`config.mk`:
```
export PLATFORM = sky130hd
export DESIGN_NAME = lb_share_part
export DESIGN_NICKNAME = d
export VERILOG_FILES = /design/src/rtl/lb_part_pkg.sv /design/src/rtl/lb_split_cfg.sv /design/src/rtl/lb_split_decode.sv /design/src/rtl/lb_client_map.sv /design/src/rtl/lb_share_part.sv
export SDC_FILE = /design/constraint.sdc
export NUM_CORES = 1
export LEC_CHECK = 0
export ABC_AREA = 1
export BUFFER_PORTS_ARGS = -buffer_cell sky130_fd_sc_hd__buf_2
export CORE_UTILIZATION = 35
export CTS_CLUSTER_DIAMETER = 150
export DETAILED_ROUTE_END_ITERATION = 10
export GPL_TIMING_DRIVEN = 0
export PLACE_DENSITY = 0.73
export SETUP_SLACK_MARGIN = 0.2
export SYNTH_ARGS = -nofsm -noshare
export SYNTH_HDL_FRONTEND = slang
export SYNTH_SLANG_ARGS = --single-unit
```
`constraint.sdc`:
```
create_clock -name clk -period 2.9 [get_ports clk]
set_input_delay 0.145 -clock clk [delete_from_list [all_inputs] [get_ports clk]]
set_output_delay 0.145 -clock clk [all_outputs]
set_load 0.02 [all_outputs]
```
`src/rtl/lb_part_pkg.sv`:
```
package lb_part_pkg;
  localparam int MODE_BIT  = 2;
  localparam int FIELD_LSB = 4;

  typedef enum logic [1:0] {
    SPLIT_HALF   = 2'd0,
    SPLIT_A3Q    = 2'd1,
    SPLIT_A_ALL  = 2'd2,
    SPLIT_A1Q    = 2'd3
  } split_preset_e;
endpackage

```
`src/rtl/lb_split_cfg.sv`:
```
module lb_split_cfg #(
  parameter int REG_W = 16
) (
  input  logic             clk,
  input  logic             rst_n,
  input  logic             cfg_we,
  input  logic [REG_W-1:0] cfg_wdata,
  input  logic             frame_start,
  output logic [REG_W-1:0] active
);
  logic [REG_W-1:0] staged;
  logic [REG_W-1:0] staged_nxt;

  always_comb staged_nxt = cfg_we ? cfg_wdata : staged;

  always_ff @(posedge clk or negedge rst_n) begin
    if (!rst_n) begin
      staged <= '0;
      active <= '0;
    end else begin
      staged <= staged_nxt;
      if (frame_start) active <= staged_nxt;
    end
  end

  AST_SPLIT_HOLD: assert property (@(posedge clk) disable iff (!rst_n)
    !frame_start |=> $stable(active));
endmodule

```
`src/rtl/lb_split_decode.sv`:
```
module lb_split_decode
  import lb_part_pkg::*;
#(
  parameter int ADDR_W = 12
) (
  input  logic [ADDR_W+3:0] ctrl,
  output logic [ADDR_W:0]   a_size,
  output logic [ADDR_W:0]   b_size
);
  localparam int          SZ_W  = ADDR_W + 1;
  localparam logic [SZ_W-1:0] DEPTH = SZ_W'(1) << ADDR_W;

  logic [ADDR_W-1:0] half_end;
  logic [SZ_W-1:0]   twice_end;
  split_preset_e     preset;

  always_comb begin
    half_end  = ctrl[FIELD_LSB +: ADDR_W];
    twice_end = {half_end, 1'b0};
    preset    = split_preset_e'(ctrl[1:0]);
    if (ctrl[MODE_BIT]) begin
      a_size = (twice_end > DEPTH) ? DEPTH : twice_end;
    end else begin
      unique case (preset)
        SPLIT_HALF:  a_size = DEPTH >> 1;
        SPLIT_A3Q:   a_size = (DEPTH >> 1) + (DEPTH >> 2);
        SPLIT_A_ALL: a_size = DEPTH;
        SPLIT_A1Q:   a_size = DEPTH >> 2;
        default:     a_size = DEPTH >> 1;
      endcase
    end
    b_size = DEPTH - a_size;
  end
endmodule

```
`src/rtl/lb_client_map.sv`:
```
module lb_client_map #(
  parameter int ADDR_W = 12
) (
  input  logic [ADDR_W:0]   base,
  input  logic [ADDR_W:0]   size,
  input  logic [ADDR_W-1:0] addr,
  output logic              in_range,
  output logic [ADDR_W-1:0] phys
);
  always_comb begin
    in_range = ({1'b0, addr} < size);
    phys     = base[ADDR_W-1:0] + addr;
  end
endmodule

```
`src/rtl/lb_share_part.sv`:
```
module lb_share_part #(
  parameter int ADDR_W = 12,
  parameter int DATA_W = 32
) (
  input  logic              clk,
  input  logic              rst_n,
  input  logic              cfg_we,
  input  logic [ADDR_W+3:0] cfg_wdata,
  input  logic              frame_start,
  input  logic              a_valid,
  output logic              a_ready,
  input  logic              a_we,
  input  logic [ADDR_W-1:0] a_addr,
  input  logic [DATA_W-1:0] a_wdata,
  output logic              a_rvalid,
  output logic [DATA_W-1:0] a_rdata,
  output logic              a_oor,
  input  logic              b_valid,
  output logic              b_ready,
  input  logic              b_we,
  input  logic [ADDR_W-1:0] b_addr,
  input  logic [DATA_W-1:0] b_wdata,
  output logic              b_rvalid,
  output logic [DATA_W-1:0] b_rdata,
  output logic              b_oor,
  output logic              mem_en,
  output logic              mem_we,
  output logic [ADDR_W-1:0] mem_addr,
  output logic [DATA_W-1:0] mem_wdata,
  input  logic [DATA_W-1:0] mem_rdata
);
  localparam int REG_W = ADDR_W + 4;
  localparam int SZ_W  = ADDR_W + 1;

  logic [REG_W-1:0]  ctrl;
  logic [SZ_W-1:0]   a_size, b_size;
  logic              a_in, b_in;
  logic [ADDR_W-1:0] a_phys, b_phys;
  logic              a_acc, b_acc, a_hit, b_hit;
  logic              a_rsp_q, b_rsp_q, a_hit_q, b_hit_q;

  lb_split_cfg #(.REG_W(REG_W)) u_cfg (
    .clk(clk), .rst_n(rst_n), .cfg_we(cfg_we), .cfg_wdata(cfg_wdata),
    .frame_start(frame_start), .active(ctrl)
  );

  lb_split_decode #(.ADDR_W(ADDR_W)) u_dec (
    .ctrl(ctrl), .a_size(a_size), .b_size(b_size)
  );

  lb_client_map #(.ADDR_W(ADDR_W)) u_map_a (
    .base('0), .size(a_size), .addr(a_addr), .in_range(a_in), .phys(a_phys)
  );

  lb_client_map #(.ADDR_W(ADDR_W)) u_map_b (
    .base(a_size), .size(b_size), .addr(b_addr), .in_range(b_in), .phys(b_phys)
  );

  always_comb begin
    a_ready   = 1'b1;
    b_ready   = !a_valid;
    a_acc     = a_valid;
    b_acc     = b_valid && !a_valid;
    a_hit     = a_acc && a_in;
    b_hit     = b_acc && b_in;
    mem_en    = a_hit || b_hit;
    mem_we    = a_hit ? a_we : (b_hit && b_we);
    mem_addr  = a_acc ? a_phys : b_phys;
    mem_wdata = a_acc ? a_wdata : b_wdata;
  end

  always_ff @(posedge clk or negedge rst_n) begin
    if (!rst_n) begin
      a_rsp_q <= 1'b0;
      b_rsp_q <= 1'b0;
      a_hit_q <= 1'b0;
      b_hit_q <= 1'b0;
      a_oor   <= 1'b0;
      b_oor   <= 1'b0;
    end else begin
      a_rsp_q <= a_acc && !a_we;
      b_rsp_q <= b_acc && !b_we;
      a_hit_q <= a_hit;
      b_hit_q <= b_hit;
      a_oor   <= a_acc && !a_in;
      b_oor   <= b_acc && !b_in;
    end
  end

  always_comb begin
    a_rvalid = a_rsp_q;
    b_rvalid = b_rsp_q;
    a_rdata  = (a_rsp_q && a_hit_q) ? mem_rdata : '0;
    b_rdata  = (b_rsp_q && b_hit_q) ? mem_rdata : '0;
  end

  AST_A_REJECT_IDLE: assert property (@(posedge clk) disable iff (!rst_n)
    (a_valid && !a_in) |-> !mem_en);
  AST_A_FIRST: assert property (@(posedge clk) disable iff (!rst_n)
    (a_valid && a_in) |-> (mem_en && mem_addr == a_phys));
  AST_B_EMPTY_BLOCK: assert property (@(posedge clk) disable iff (!rst_n)
    (b_valid && !a_valid && b_size == '0) |-> !mem_en);
  AST_A_OOR_ZERO: assert property (@(posedge clk) disable iff (!rst_n)
    (a_rvalid && a_oor) |-> (a_rdata == '0));
  AST_B_OOR_ZERO: assert property (@(posedge clk) disable iff (!rst_n)
    (b_rvalid && b_oor) |-> (b_rdata == '0));
  AST_B_RSP_LAT: assert property (@(posedge clk) disable iff (!rst_n)
    b_valid && b_ready && !b_we |=> b_rvalid);
endmodule

```
=== Yosys cells after proc, flatten, opt, wreduce, memory -nomap -nowiden ===
Index checks and enable logic that the tools add are counted.

* Eq/ne operators: 3
* Add/sub/neg operators: 2
* Reductions and logical operators: 17
* Magnitude comparators: 3
* Muxes and demuxes: 9

{| class="wikitable"
|+ Operators by type and width
! cell !! number
|-
| 2-to-1 mux 32 bit || 3
|-
| case mux 13 bit (4 select lines) || 1
|-
| < comparator 12 x 13 -> 1 bit || 2
|-
| 2-to-1 mux 13 bit || 2
|-
| 2-to-1 mux 16 bit || 1
|-
| greater-than comparator 13 bit, second input constant || 1
|-
| subtractor 13 bit, first input constant || 1
|-
| adder 12 bit || 1
|-
| 2-to-1 mux 12 bit || 1
|-
| logical AND 1 bit || 10
|-
| logical NOT 1 bit || 5
|-
| equality test 2 bit, second input constant || 2
|-
| equality test 2 x 1 -> 1 bit, second input constant || 1
|-
| logical NOT 2 bit || 1
|-
| logical OR 1 bit || 1
|-
| 2-to-1 mux 1 bit || 1
|}

* Register bits: 38

=== Longest topological paths before layout ===
* Depth in word-level cells: 8
* Depth in mapped cells: 25
* Mapped depth without buffers: 24

=== Modules after synthesis ===
From an unflattened synthesis, not the netlist that was laid out.

* Cells, all modules: 875
* Area total of the unflattened synthesis: 4949.7 µm²

{| class="wikitable"
|+ Modules (own cells, without submodules)
! module !! area an instance (µm²) !! seq. area each (µm²) !! cells an instance !! times used
|-
| lb_split_cfg || 1411.4 || 800.8 || 168 || 1
|-
| lb_share_part || 1183.6 || 150.1 || 269 || 1
|-
| lb_client_map (u_map_a) || 932.1 || 0.0 || 169 || 1
|-
| lb_client_map (u_map_b) || 929.6 || 0.0 || 168 || 1
|-
| lb_split_decode || 493.0 || 0.0 || 101 || 1
|}

=== Least setup slack after synthesis ===
OpenSTA, ideal clock, no wires.

* Kind: reg-to-output
* From: register u_cfg.active[9]
* To: output port mem_addr[9]
* Path buffers: 1
* Stages on the path, launching flop included: 21
* Data arrival time: 2.893 ns
* Setup slack: -0.138 ns
* Cell sequence: dfrtp_1 > nor2_2 > nand2_1 > nor2_2 > nand2_2 > nand2_4 > nand2_2 > buf_6 > nor2_1 > ha_1 > inv_1 > fa_1 > inv_1 > nand3_1 > a21oi_1 > nor2_1 > nor2_1 > o21ai_0 > nand3_1 > nand2_1 > o21ai_0

* Longest elaborated chain between the ends: 5

{| class="wikitable"
|+ Ends and longest elaborated chain
! what !! line !! text
|-
| start, declared || lb_split_cfg.sv:9 || <nowiki>output logic [REG_W-1:0] active</nowiki>
|-
| start signal, assigned || lb_split_cfg.sv:22 || <nowiki>if (frame_start) active <= staged_nxt;</nowiki>
|-
| greater-than comparator 13 bit || lb_split_decode.sv:22 || <nowiki>a_size = (twice_end > DEPTH) ? DEPTH : twice_end;</nowiki>
|-
| 2-to-1 mux 13 bit (*) || lb_split_decode.sv:22 ||
|-
| 2-to-1 mux 13 bit (*) || lb_split_decode.sv:21 || <nowiki>if (ctrl[MODE_BIT]) begin</nowiki>
|-
| adder 12 bit (*) || lb_client_map.sv:12 || <nowiki>phys = base[ADDR_W-1:0] + addr;</nowiki>
|-
| 2-to-1 mux 12 bit (*) || lb_share_part.sv:68 || <nowiki>mem_addr = a_acc ? a_phys : b_phys;</nowiki>
|-
| end, declared || lb_share_part.sv:28 || <nowiki>output logic [ADDR_W-1:0] mem_addr,</nowiki>
|}

Mark *: on every way between the ends. The rest lies on a longest branch, timed or not.

=== Worst setup path after layout ===
* From: register u_cfg.active[10]
* To: output port mem_we

* Longest elaborated chain between the ends: 8
* Elaborated cells between the ends (all ways): 10
* Those cells by class: add/sub: 1; order compare: 3; mux: 3; reduce/logical: 3

{| class="wikitable"
|+ Ends and longest elaborated chain
! what !! line !! text
|-
| greater-than comparator 13 bit || lb_split_decode.sv:22 ||
|-
| 2-to-1 mux 13 bit (*) || lb_split_decode.sv:22 ||
|-
| 2-to-1 mux 13 bit (*) || lb_split_decode.sv:21 ||
|-
| subtractor 13 bit || lb_split_decode.sv:32 || <nowiki>b_size = DEPTH - a_size;</nowiki>
|-
| < comparator 12 x 13 -> 1 bit || lb_client_map.sv:11 || <nowiki>in_range = ({1'b0, addr} < size);</nowiki>
|-
| logical AND 1 bit || lb_share_part.sv:65 || <nowiki>b_hit = b_acc && b_in;</nowiki>
|-
| logical AND 1 bit || lb_share_part.sv:67 || <nowiki>mem_we = a_hit ? a_we : (b_hit && b_we);</nowiki>
|-
| 2-to-1 mux 1 bit (*) || lb_share_part.sv:67 ||
|-
| end, declared || lb_share_part.sv:27 || <nowiki>output logic mem_we,</nowiki>
|}

Marked as above.

==> out/qor.yml <==
fp.dieH_um: 103.8
p_sw_uw: 961.6
wirelength_mm: 14.80
antenna_cells: 0
synth.avg_cell_area_um2: 6.256
status: "complete, but fails checks"
timing.critical_path.required_ns: 2.76
drt-pass1-iter-count: 5
hpwl_mm: 11.33
drive_above_1_share_pct: 46.65
clockBufferDepth: 2
num_rows: 36
yosysSeqAreaShare_pct: 24.83
setup_viol: 8
slew_headroom_pct: 46.72
post_drt_wl_per_cell_um: 14.59
port_buffers: 254
grt_max_degree: 37
clkPwrFrac_pct: 19.0
cts_tree: "yes"
tightest_slew_ns: 0.7993
path_max_fanout: 7
seqPwrFrac_pct: 25.3
maxCapViolCount: 0
via_per_inst: 4.701
grt_pass1_wl_mm: 22.19
finalCritPeriodShare_pct: 113.5
clock_sinks: 36
path_class: "reg2out"
overflow: 0
cts_root_buf: "clkbuf_8"
p_sw_share_pct: 41.63
finalWeightedCongestion: 0.9222
nNetsFinal: 1057
dieArea_um2: 10780
postRouteAntennaNets: 0
worst_clock_skew_ns: 0.007440
die_w_um: 103.8
cts_buffers: 5
syn_inst: 580
vias: 4767
worstPathArrival_ns: 3.15
synth_cell_types: 39
p_leak_nw: 3.519
yosysWarnings: 0
yosys-top-cells-count: "nand2_1 (172), nor2_1 (95), inv_1 (82)"
p_int_mw: 1.348
synthTopCellsByArea: "dfrtp_1 (25%), nand2_1 (18%), ha_1 (11%)"
finalHoldViolations: 0
ir_worst_vdd_uv: 263.7
cp-start-kind: "flip-flop"
fmax_mhz: 303.7
setup_tns_ns: -2.003
start_util_pct: 36.62
end_kind: "output pin"
violations: "negative setup slack"
period_minus_slack_ns: 3.293
yosysTopAreaCellShare_pct: 24.83
synthArstFlopShare_pct: 100.0
grt_usage_pct: 25.87
ys_ff_latch: 36
yosysTopAreaCell: "dfrtp_1"
setup_ws_ns: -0.3929
syn2layout_area_growth_pct: 64.31
ios: 260
insertion_delay_ns: 0.29
p_per_area_nw_per_um2: 387.4
rsz0062_at_grt: "true"
core_area_um2: 9910
antenna_found_initial: 0
nFillCells: 967
remaining_drc_errors: 0
slew_viol_final: 0
drt_iter0_markers: 263
synth_fp_nets: 757
synth_edf_count: 0
hp-class: "in2reg"
yosys.cell_count.top_type: "nand2_1"
synth_area_um2: 3628
hold_slack_ns: 0.02769
path_clk_slew_ns: 0.07
grt_pass1_vias: 4533
synth_ff_type: "dfrtp_1"
cts_max_level: 2
combPwrFrac_pct: 55.6
[critical path, stage by stage, from the launching register on]
cell and delay, ns:
dfrtp_1 0.40, nor2_2 0.12, nand2_1 0.07, nor2_2 0.11, nand2_2 0.07, nand2_4 0.07, nand2_4 0.05, buf_8 0.13
nor2_4 0.10, inv_2 0.07, ha_4 0.17, inv_2 0.05, nor2_2 0.04, nand2_2 0.10, o21ai_2 0.05, o21ai_1 0.08
ha_1 0.25, nand2_2 0.08, nor2_2 0.05, a211oi_2 0.15, nand2_1 0.09, inv_1 0.08, o21ai_2 0.06, nand2_2 0.11
nand3_2 0.09, nand2_4 0.06, buf_6 0.13
[power by group through the flow]
| stage | registers [mW] | clock network (mW) | logic (mW) |
|---|---|---|---|
| final | 0.585 | 0.439 | 1.29 |
| after global routing | 0.593 | 0.468 | 1.40 |
| after floorplan | 0.596 | 0 | 0.637 |
| after detailed placement | 0.594 | 0 | 0.981 |
| after CTS | 0.584 | 0.452 | 1.15 |
| after global placement | 0.594 | 0 | 0.971 |
[flip-flops by register name, indices dropped and copies added (netlist names)]
name	cells
b_oor	1
u_cfg.staged	15
u_cfg.active	15
a_oor	1
a_rvalid	1
a_hit_q	1
b_rvalid	1
b_hit_q	1
[cells in the final DEF, fill, tap and decap left out, types with 10 or more instances in the layout]
cell type,instances
nand2_1,165
a21oi_1,12
o21ai_0,20
clkbuf_1,19
inv_2,13
nand2_2,11
inv_1,73
nor2_1,82
ha_1,24
dfrtp_1,36
buf_2,243
nor2_4,10
buf_6,18
buf_4,34
mux2_2,17
[routing by layer]
layer	global-route usage (%)	up-vias	wire, µm
li1	-	2387	-
met2	42.38	208	7066
met4	22.24	0	1218
met1	30.24	2124	5837
met5	0	-	0
met3	2.643	48	674
[logic make-up after synthesis]
group / count (synthesis) / synth area share, %
buf+inv: 112 / 12.03
compound gates: 66 / 10.07
simple gates: 310 / 34.90
xor+xnor: 5 / 1.207
fa+ha+maj: 33 / 11.59
other cells: 1 / 0.1033
mux: 17 / 5.276
flops: 36 / 24.83
[timing repair]
action,4_1_cts,5_1_grt
endpoints found under the hold margin,36,0
resized for setup,77,48
setup buffers,31,7
endpoints found under the setup margin,14,15
pin swaps,29,38
hold buffers,1,0
[area by class of cell]
cell class	instances	area (µm²)	area share (%)
multi-input combinational	432	2676	44.89
tap	133	166.4	2.791
clock inverter	3	42.54	0.7135
timing repair buffer	293	1664	27.91
inverter	88	332.8	5.582
sequential	36	900.9	15.11
clock buffer	5	68.82	1.154
buffer	24	110.1	1.847
[metrics by stage]
stage                     util (%)  power [mW]  area, µm²  worst slack (ns)  cells
after floorplan                  -       1.233       3657            0.1201    580
after global placement       51.41       1.565       5095           -0.3055    967
after detailed placement     51.41       1.575       5095           -0.3096    967
after CTS                    57.77       2.190       5724           -0.3747   1007
after global routing         60.16       2.463       5962           -0.6270   1014
final                        60.16       2.310       5962           -0.3929   1014
[worst paths after layout]
check / to / slack (ns) / depth (start not counted) / start
min: a_rvalid / 0.03 / 2 / a_we
min in group asynchronous: u_cfg.active[5] / 0.49 / 2 / rst_n
min reg2reg: u_cfg.staged[5] / 0.50 / 1 / u_cfg.staged[5]
max reg2reg: b_hit_q / -0.06 / 27 / u_cfg.active[10]
max in group asynchronous: u_cfg.staged[1] / 1.89 / 2 / rst_n
max: mem_we / -0.39 / 26 / u_cfg.active[10]
No activity file was read; power rests on OpenSTA's default activity.
